### src/rtl/sdram_init_pkg.sv
package sdram_init_pkg;

   typedef enum logic [2:0] {
      ST_PAUSE,
      ST_PRECH,
      ST_WAIT_RP,
      ST_MODE,
      ST_WAIT_RSC,
      ST_REFR,
      ST_WAIT_RC,
      ST_READY
   } init_state_e;

   // bit order: cs_n, ras_n, cas_n, we_n
   typedef struct packed {
      logic cs_n;
      logic ras_n;
      logic cas_n;
      logic we_n;
   } sd_cmd_t;

   localparam sd_cmd_t CMD_NOP   = 4'b0111;
   localparam sd_cmd_t CMD_PRECH = 4'b0010;
   localparam sd_cmd_t CMD_MODE  = 4'b0000;
   localparam sd_cmd_t CMD_REFR  = 4'b0001;

endpackage

### src/rtl/sdram_init_timer.sv
module sdram_init_timer #(
   parameter int W       = 8,
   parameter int RST_VAL = 0
) (
   input  logic         clk,
   input  logic         rst_n,
   input  logic         load_i,
   input  logic [W-1:0] val_i,
   output logic         zero_o
);

   logic [W-1:0] cnt_q;

   always_ff @(posedge clk or negedge rst_n) begin
      if (!rst_n)
         cnt_q <= W'(RST_VAL);
      else if (load_i)
         cnt_q <= val_i;
      else if (cnt_q != '0)
         cnt_q <= cnt_q - 1'b1;
   end

   assign zero_o = (cnt_q == '0);

endmodule

### src/rtl/sdram_init_cmd_enc.sv
module sdram_init_cmd_enc
   import sdram_init_pkg::*;
#(
   parameter int ADDR_W = 13,
   parameter int BANK_W = 2,
   parameter int AP_BIT = 10
) (
   input  init_state_e       st_i,
   input  logic [ADDR_W-1:0] mode_i,
   output sd_cmd_t           cmd_o,
   output logic [ADDR_W-1:0] addr_o,
   output logic [BANK_W-1:0] ba_o
);

   localparam logic [ADDR_W-1:0] ALL_BANKS = ADDR_W'(1) << AP_BIT;

   always_comb begin
      cmd_o  = CMD_NOP;
      addr_o = '0;
      ba_o   = '0;
      unique case (st_i)
         ST_PRECH: begin
            cmd_o  = CMD_PRECH;
            addr_o = ALL_BANKS;
         end
         ST_MODE: begin
            cmd_o  = CMD_MODE;
            addr_o = mode_i;
         end
         ST_REFR:  cmd_o = CMD_REFR;
         default:  cmd_o = CMD_NOP;
      endcase
   end

endmodule

### src/rtl/sdram_init_seq.sv
module sdram_init_seq
   import sdram_init_pkg::*;
#(
   parameter int T_PAUSE     = 40000,
   parameter int T_RP        = 4,
   parameter int T_RSC       = 2,
   parameter int T_RC        = 14,
   parameter int N_REF       = 8,
   parameter int ADDR_W      = 13,
   parameter int BANK_W      = 2,
   parameter int DQM_W       = 2,
   parameter int AP_BIT      = 10,
   parameter bit RELEASE_DQM = 1'b1
) (
   input  logic              clk,
   input  logic              rst_n,
   input  logic [ADDR_W-1:0] mode_i,
   output logic              sd_cs_n,
   output logic              sd_ras_n,
   output logic              sd_cas_n,
   output logic              sd_we_n,
   output logic              sd_cke,
   output logic [DQM_W-1:0]  sd_dqm,
   output logic [ADDR_W-1:0] sd_addr,
   output logic [BANK_W-1:0] sd_ba,
   output logic              init_done
);

   localparam int T_A   = (T_RP > T_RSC) ? T_RP : T_RSC;
   localparam int T_B   = (T_A > T_RC) ? T_A : T_RC;
   localparam int T_MAX = (T_PAUSE > T_B) ? T_PAUSE : T_B;
   localparam int CNT_W = $clog2(T_MAX + 1);
   localparam int REF_W = $clog2(N_REF + 1);

   localparam logic [CNT_W-1:0] RP_LD  = CNT_W'(T_RP - 2);
   localparam logic [CNT_W-1:0] RSC_LD = CNT_W'(T_RSC - 2);
   localparam logic [CNT_W-1:0] RC_LD  = CNT_W'(T_RC - 2);

   // elaboration-time parameter checks
   if (T_PAUSE < 1) begin : g_bad_pause
      $error("T_PAUSE must be at least 1");
   end
   if (T_RP < 2 || T_RSC < 2 || T_RC < 2) begin : g_bad_gap
      $error("T_RP, T_RSC and T_RC must each be at least 2");
   end
   if (N_REF < 1) begin : g_bad_ref
      $error("N_REF must be at least 1");
   end
   if (AP_BIT >= ADDR_W) begin : g_bad_ap
      $error("AP_BIT must lie inside the address bus");
   end

   init_state_e      st_q, st_d;
   logic             tmr_load, tmr_zero, ref_inc;
   logic [CNT_W-1:0] tmr_val;
   logic [REF_W-1:0] ref_q;
   sd_cmd_t          cmd;

   sdram_init_timer #(
      .W       (CNT_W),
      .RST_VAL (T_PAUSE - 1)
   ) u_timer (
      .clk    (clk),
      .rst_n  (rst_n),
      .load_i (tmr_load),
      .val_i  (tmr_val),
      .zero_o (tmr_zero)
   );

   always_comb begin
      st_d     = st_q;
      tmr_load = 1'b0;
      tmr_val  = '0;
      ref_inc  = 1'b0;
      unique case (st_q)
         ST_PAUSE:    if (tmr_zero) st_d = ST_PRECH;
         ST_PRECH: begin
            tmr_load = 1'b1;
            tmr_val  = RP_LD;
            st_d     = ST_WAIT_RP;
         end
         ST_WAIT_RP:  if (tmr_zero) st_d = ST_MODE;
         ST_MODE: begin
            tmr_load = 1'b1;
            tmr_val  = RSC_LD;
            st_d     = ST_WAIT_RSC;
         end
         ST_WAIT_RSC: if (tmr_zero) st_d = ST_REFR;
         ST_REFR: begin
            tmr_load = 1'b1;
            tmr_val  = RC_LD;
            ref_inc  = 1'b1;
            st_d     = ST_WAIT_RC;
         end
         ST_WAIT_RC:
            if (tmr_zero)
               st_d = (ref_q == REF_W'(N_REF)) ? ST_READY : ST_REFR;
         ST_READY:    st_d = ST_READY;
         default:     st_d = ST_PAUSE;
      endcase
   end

   always_ff @(posedge clk or negedge rst_n) begin
      if (!rst_n) begin
         st_q  <= ST_PAUSE;
         ref_q <= '0;
      end else begin
         st_q <= st_d;
         if (ref_inc) ref_q <= ref_q + 1'b1;
      end
   end

   sdram_init_cmd_enc #(
      .ADDR_W (ADDR_W),
      .BANK_W (BANK_W),
      .AP_BIT (AP_BIT)
   ) u_enc (
      .st_i   (st_q),
      .mode_i (mode_i),
      .cmd_o  (cmd),
      .addr_o (sd_addr),
      .ba_o   (sd_ba)
   );

   assign sd_cs_n   = cmd.cs_n;
   assign sd_ras_n  = cmd.ras_n;
   assign sd_cas_n  = cmd.cas_n;
   assign sd_we_n   = cmd.we_n;
   assign sd_cke    = 1'b1;
   assign init_done = (st_q == ST_READY);

   if (RELEASE_DQM) begin : g_dqm_release
      assign sd_dqm = init_done ? '0 : '1;
   end else begin : g_dqm_hold
      assign sd_dqm = '1;
   end

endmodule

### config.mk
export PLATFORM = sky130hd
export DESIGN_NAME = sdram_init_seq
export DESIGN_NICKNAME = d
export VERILOG_FILES = /design/src/rtl/sdram_init_pkg.sv /design/src/rtl/sdram_init_timer.sv /design/src/rtl/sdram_init_cmd_enc.sv /design/src/rtl/sdram_init_seq.sv
export SDC_FILE = /design/constraint.sdc
export NUM_CORES = 1
export LEC_CHECK = 0
export ABC_AREA = 1
export BUFFER_PORTS_ARGS = -buffer_cell sky130_fd_sc_hd__buf_2
export CAP_MARGIN = 20
export CELL_PAD_IN_SITES_DETAIL_PLACEMENT = 2
export CELL_PAD_IN_SITES_GLOBAL_PLACEMENT = 2
export CORE_AREA = 2 2 85 95
export CTS_CLUSTER_DIAMETER = 120
export DETAILED_ROUTE_END_ITERATION = 10
export DIE_AREA = 0 0 87 97
export HOLD_SLACK_MARGIN = 0.02
export PLACE_DENSITY_LB_ADDON = 0.1
export SLEW_MARGIN = 10
export SYNTH_ARGS = -nofsm -noshare
export SYNTH_HDL_FRONTEND = slang
export SYNTH_HIERARCHICAL = 1
export SYNTH_SLANG_ARGS = --single-unit
### constraint.sdc
create_clock -name clk -period 1.55 [get_ports clk]
set_input_delay 0.2325 -clock clk [delete_from_list [all_inputs] [get_ports clk]]
set_output_delay 0.2325 -clock clk [all_outputs]
set_load 0.01 [all_outputs]
==> Word level (Yosys, flattened, before mapping) <==
Index checks and enable logic that the tools add are counted.
{ "totals": {"ff_bits": 23, "output_inout_bits": 23, "wordCells": 37} }
{ "classes": {"addsub": 2, "eq_ne": 12, "muxes": 14, "n_reduce_logical": 6} }
{ "op_table": {"columns": ["op", "n"], "rows": [
  ["two-way mux 16 bit", 2],
  ["case mux 13 bit (2 select lines)", 1],
  ["case mux 3 bit (8 select lines)", 1],
  ["zero test 16 bit", 1],
  ["nonzero test 16 bit", 1],
  ["subtractor 16 x 1 -> 16 bit, second input constant", 1],
  ["== test 3 bit, second input constant", 4],
  ["two-way mux 3 bit", 4],
  ["case mux 3 bit (3 select lines)", 1],
  ["!= test 2 bit, second input constant", 4],
  ["case mux 4 bit (2 select lines)", 1],
  ["== test 3 x 2 -> 1 bit, second input constant", 2],
  ["adder 4 x 1 -> 4 bit, second input constant", 1],
  ["== test 4 bit, second input constant", 1],
  ["two-way mux 2 bit", 2],
  ["AND reduction 4 bit", 1],
  ["== test 3 x 1 -> 1 bit, second input constant", 1],
  ["zero test 3 bit", 1],
  ["OR reduction 3 bit", 1],
  ["two-way mux 1 bit", 2],
  ["nonzero test 2 bit", 1]
]} }

==> Depth between registers and ports, before layout <==
{ "logic_depth": {"ltp_word": 4, "depth_mapped": 9, "depth_no_buf": 9} }

==> Modules after synthesis <==
Netlist, hierarchy kept.
{ "modules_own_cells": {"columns": ["mod", "instances", "cells_per_inst", "area_per_inst_um2", "seq_area_each_um2"], "rows": [
  ["sdram_init_timer", 1, 167, 1197.4, 412.9],
  ["sdram_init_seq", 1, 49, 406.6, 175.2],
  ["sdram_init_cmd_enc", 1, 39, 203.9, 0.0]
]} }

==> Worst setup path before layout <==
No wires, ideal clock.
{ "synth_path": {"path_type": "flip-flop to flip-flop", "start": "register u_timer.cnt_q[0]", "end": "register st_q[1]", "setup_ps": 121, "t_arrival_ps": 1366, "required_ps": 1429, "path_slack_ps": 63, "stages_incl_launch_ff": 10, "path_buffers": 0, "cell_sequence": "dfstp_2 > inv_1 > ha_1 > nand2_4 > nor2_4 > nand3_1 > nor3_1 > nand3_1 > nand2_1 > nand2_1"} }
{ "synth_via": {"elab_chain_len": 3} }
{ "synth_lines": {"columns": ["item", "line_no", "rtl"], "rows": [
  ["from (decl)", "sdram_init_timer.sv:12", "logic [W-1:0] cnt_q;"],
  ["from (signal assigned)", "sdram_init_timer.sv:16", "cnt_q <= W'(RST_VAL);"],
  ["from (signal assigned)", "sdram_init_timer.sv:18", "cnt_q <= val_i;"],
  ["from (signal assigned)", "sdram_init_timer.sv:20", "cnt_q <= cnt_q - 1'b1;"],
  ["zero test 16 bit *", "sdram_init_timer.sv:23", "assign zero_o = (cnt_q == '0);"],
  ["net tmr_zero", "sdram_init_seq.sv:54", "logic tmr_load, tmr_zero, ref_inc;"],
  ["!= test 2 bit (no line)", null, null],
  ["AND reduction 4 bit (no line) *", null, null],
  ["to (signal assigned)", "sdram_init_seq.sv:108", "st_q <= st_d;"],
  ["to (decl)", "sdram_init_seq.sv:53", "init_state_e st_q, st_d;"]
]} }
Mark *: on every way through the listed nets, which the timed path passes. The rest lies on a longest branch.
A chain may end at the register's enable or synchronous reset.

==> Worst setup path after layout <==
{ "layout_path": {"start": "register st_q[0]", "end": "output port sd_addr[12]"} }
{ "layout_via": {"elab_chain_len": 2} }
{ "layout_lines": {"columns": ["item", "line_no", "rtl"], "rows": [
  ["== test 3 x 2 -> 1 bit / == test 3 x 1 -> 1 bit (equally long branches)", "sdram_init_cmd_enc.sv:21", "unique case (st_i)"],
  ["case mux 13 bit (2 select lines) *", "sdram_init_cmd_enc.sv:21", null],
  ["to (decl)", "sdram_init_seq.sv:24", "output logic [ADDR_W-1:0] sd_addr,"]
]} }
Every way passes the cells marked *; elsewhere a longest branch is shown, timed or not.

==> metrics.log <==
INFO  metric run_status = complete, no violations
INFO  metric yosysSeqAreaShare = between 30% and 40%
INFO  metric routabilityCongestion = around 0.74
INFO  metric p_leak = between 1 and 1.5 nW
INFO  metric setup.reg_to_reg.worst_slack = 0.08 ns
INFO  metric path_max_fanout = 4
INFO  metric critical_path.slowest_cell = sky130_fd_sc_hd__dfrtp_1
INFO  metric design.final.nets = 340
INFO  metric yosys_register_bits = 23
INFO  metric chipHeight = 97 um
INFO  metric io_pins = 38
INFO  metric timing.final.crit_share = a little over nine tenths
INFO  metric initial_core_util = about a quarter
INFO  metric drc = 0
INFO  metric groute.usage.overall = between 10% and 20%
INFO  metric rsz0062_at_grt = true
INFO  metric setup_tns = 0 ns
INFO  metric largest_net_degree_at_the_start_of_global_routing = 24
INFO  metric fill_cells = 894
INFO  metric overflow = 0
INFO  metric utilization = roughly a third
INFO  metric grt_pass1_wl = 8638 um
INFO  metric drt_pass1_iterations = 4
INFO  metric drive_gt1_share = 37.07%
INFO  metric ys_top_cells_by_area = sky130_fd_sc_hd__dfrtp_1 18%, sky130_fd_sc_hd__nand2_1 15%, sky130_fd_sc_hd__dfstp_2 15%, sky130_fd_sc_hd__inv_1 8.7%, sky130_fd_sc_hd__nor2_1 5.2%
INFO  metric max_stage_delay = roughly 0.40 ns
INFO  metric cts.path.max_buffers = 2
INFO  metric most-common-layout-cells = 69 x sky130_fd_sc_hd__nand2_1, 38 x sky130_fd_sc_hd__inv_1, 32 x sky130_fd_sc_hd__buf_2, 21 x sky130_fd_sc_hd__nor2_1, 18 x sky130_fd_sc_hd__buf_4
INFO  metric placement.io_buffers = 33
INFO  metric first_global_vias = roughly 1800
INFO  metric layout_setup_ws = roughly 0.061 ns
INFO  metric clock_latency = 0.27 ns
INFO  metric area.sequential = a little under 600 sq um
INFO  metric tightestPinTransition = 0.5707 ns
INFO  metric max-cap-violations = 0
INFO  metric clock_tree.root_cell = sky130_fd_sc_hd__clkbuf_8
INFO  metric dpl_worst_slack = roughly 0.0056 ns
INFO  metric post_synth_instance_area = about 0.0018 sq mm
INFO  metric worst-endpoint-required = ~1.3 ns
INFO  metric cp-end-kind = output pin
INFO  metric antenna_found_initial = 0
INFO  metric area_delta_synth_final = 31.35%
INFO  metric synth_warnings = 6
INFO  metric finalClockSkew = 0.006540 ns
INFO  metric dr_total_vias = between 1500 and 2000
INFO  metric whs = 0.4973 ns
INFO  metric final_common_cell = sky130_fd_sc_hd__nand2_1
INFO  metric maxClockFrequency = ~0.67 GHz
INFO  metric syn_area_per_cell = 7.090 sq um
INFO  metric route.antenna.remaining_nets = 0
INFO  metric hpwlAfterDp = about 4200 um
INFO  metric timing.critical_path.mode_cell = sky130_fd_sc_hd__buf_2
INFO  metric multi_input_area = 0.001094 sq mm
INFO  metric htreeDepth = 1
INFO  metric cts_tree = done
INFO  metric floorplan.core_area = 0.007391 sq mm
INFO  metric clkSlewWorstSetupHoldPaths = ~0.090 ns
INFO  metric number_of_clock_sinks = 23
INFO  metric data_arrival_time_of_the_worst_path = about 1.3 ns
INFO  metric cts_inserted_buffers = 3
INFO  metric cp.buffers_inverters = 3
INFO  metric detail_route.wirelength = between 5000 and 6000 um
INFO  metric final-setup-viol-count = 0
INFO  metric die_w = roughly 87 um
INFO  metric floorplan.die_area = ~0.0084 sq mm
INFO  metric headroom_to_the_max_slew_limit = roughly three fifths
INFO  metric syn-instance-count = approximately 260
INFO  metric drt-vias-per-instance = approximately 4.3
INFO  metric diodes = 0
INFO  metric kind_of_start_point_of_the_critical_path = flip-flop
INFO  metric fp-row-count = 33
INFO  metric hold_path_class = in -> async
INFO  metric synth.top_cell.area_share = between 15 and 20%
INFO  metric post_drt_wl_per_cell = around 13 um
INFO  metric report.final.hold_viol_count = 0
INFO  metric timing_worst_setup_path_type = reg -> out
INFO  metric crit_path_max_delay_family = buffers and inverters
INFO  metric power.ir.vdd_worst = around 0.24 mV
INFO  metric synth_top_area_cell = sky130_fd_sc_hd__dfrtp_1
INFO  metric post_synth_num_cell_types = 30
INFO  metric power_per_cell_area = between 400 and 500 mW/mm^2
INFO  metric drt-initial-drc-count = 14
INFO  metric critical_path_cell_sequence = buf_6 -> nand3_4 -> buf_2 -> nor2_2 -> buf_2
INFO  metric finalCriticalPeriod = approximately 1.5 ns
INFO  metric final-max-slew-violation-count = 0
## area by class of cell
type,count,area share [%]
Clock buffer,4,1.897
Inverter,43,7.007
Multi-Input combinational cell,194,46.05
Sequential cell,23,24.76
Tap cell,87,4.584
Timing Repair Buffer,57,15.70
## path summary, 6_finish.rpt
kind                            cells past startpoint                          from                       endpoint
worst max-delay path                                5           st_q[0]$_DFFE_PN0P_                    sd_addr[12]
worst max register to register                      8  u_timer/cnt_q[1]$_DFFE_PN1P_  u_timer/cnt_q[13]$_DFFE_PN0P_
worst min register to register                      2  u_timer/cnt_q[1]$_DFFE_PN1P_   u_timer/cnt_q[1]$_DFFE_PN1P_
min in group clk                                    2  u_timer/cnt_q[1]$_DFFE_PN1P_   u_timer/cnt_q[1]$_DFFE_PN1P_
max in group asynchronous                           2                         rst_n   u_timer/cnt_q[1]$_DFFE_PN1P_
worst min-delay path                                2                         rst_n   u_timer/cnt_q[7]$_DFFE_PN0P_
## state kept, by name (all words and copies together) (netlist names)
signal	count
u_timer/cnt_q	16
ref_q	4
st_q	3
## cells in the mapped netlist (all sizes together)
master  number
nor2        45
xnor2        3
a21oi        1
conb         3
o21bai       3
o21ai       13
dfrtp       13
ha           3
nand3b       3
or2          1
buf          9
nand4        2
nand3       22
dfstp       10
xor2         4
nand2       76
inv         42
clkinv       1
nor3         1
## cell families (layout without fill, tap and decap cells)
logic type | Yosys count | in the layout | share of synthesized area [%]
AND/OR/NAND/NOR | 150 | 150 | 42.14
buffers and inverters | 52 | 104 | 13.08
flip-flops | 23 | 23 | 32.53
AO/OA/AOI/OAI | 17 | 17 | 6.159
XOR/XNOR | 7 | 7 | 3.391
adder cells (fa/ha/maj) | 3 | 3 | 2.076
other | 3 | 17 | 0.6228
## power breakdown
part           internal (W)  switching, W  leakage, nW
logic             0.0000165     0.0000327        0.919
clock network      0.000184      0.000211       0.0228
registers          0.000601             0        0.263
total              0.000802      0.000244         1.20
## per-layer routing
layer	vias up	global-route usage, %	routed length (um)
met4	0	3.966	70
met2	33	20.61	2674
met1	849	17.75	2396
met3	4	2.218	198
met5	-	0	0
li1	881	-	-
## stage by stage
step / power, W / area [sq um] / instances
6_report: 0.001045 / 2375 / 408
3_3_place_gp: 0.0006579 / 2192 / 397
4_1_cts: 0.001078 / 2271 / 403
5_1_grt: 0.001110 / 2375 / 408
2_1_floorplan: 0.0006354 / 1861 / 269
3_5_place_dp: 0.0006594 / 2192 / 397
## worst register-to-register path, delay by kind of cell (launching register included)
kind | cells | cell delay (ns)
fa+ha+maj | 1 | 0.16
simple gates | 5 | 0.62
flops | 1 | 0.38
buf+inv | 2 | 0.20
## repair_timing
action,4_1_cts,5_1_grt
gates resized for setup,4,20
setup endpoints to repair,13,25
cloned,0,1
hold endpoints to repair,13,0
buffers inserted,1,4
hold buffers,1,0
pin swaps,0,3
(Power assumes the default switching activity.)
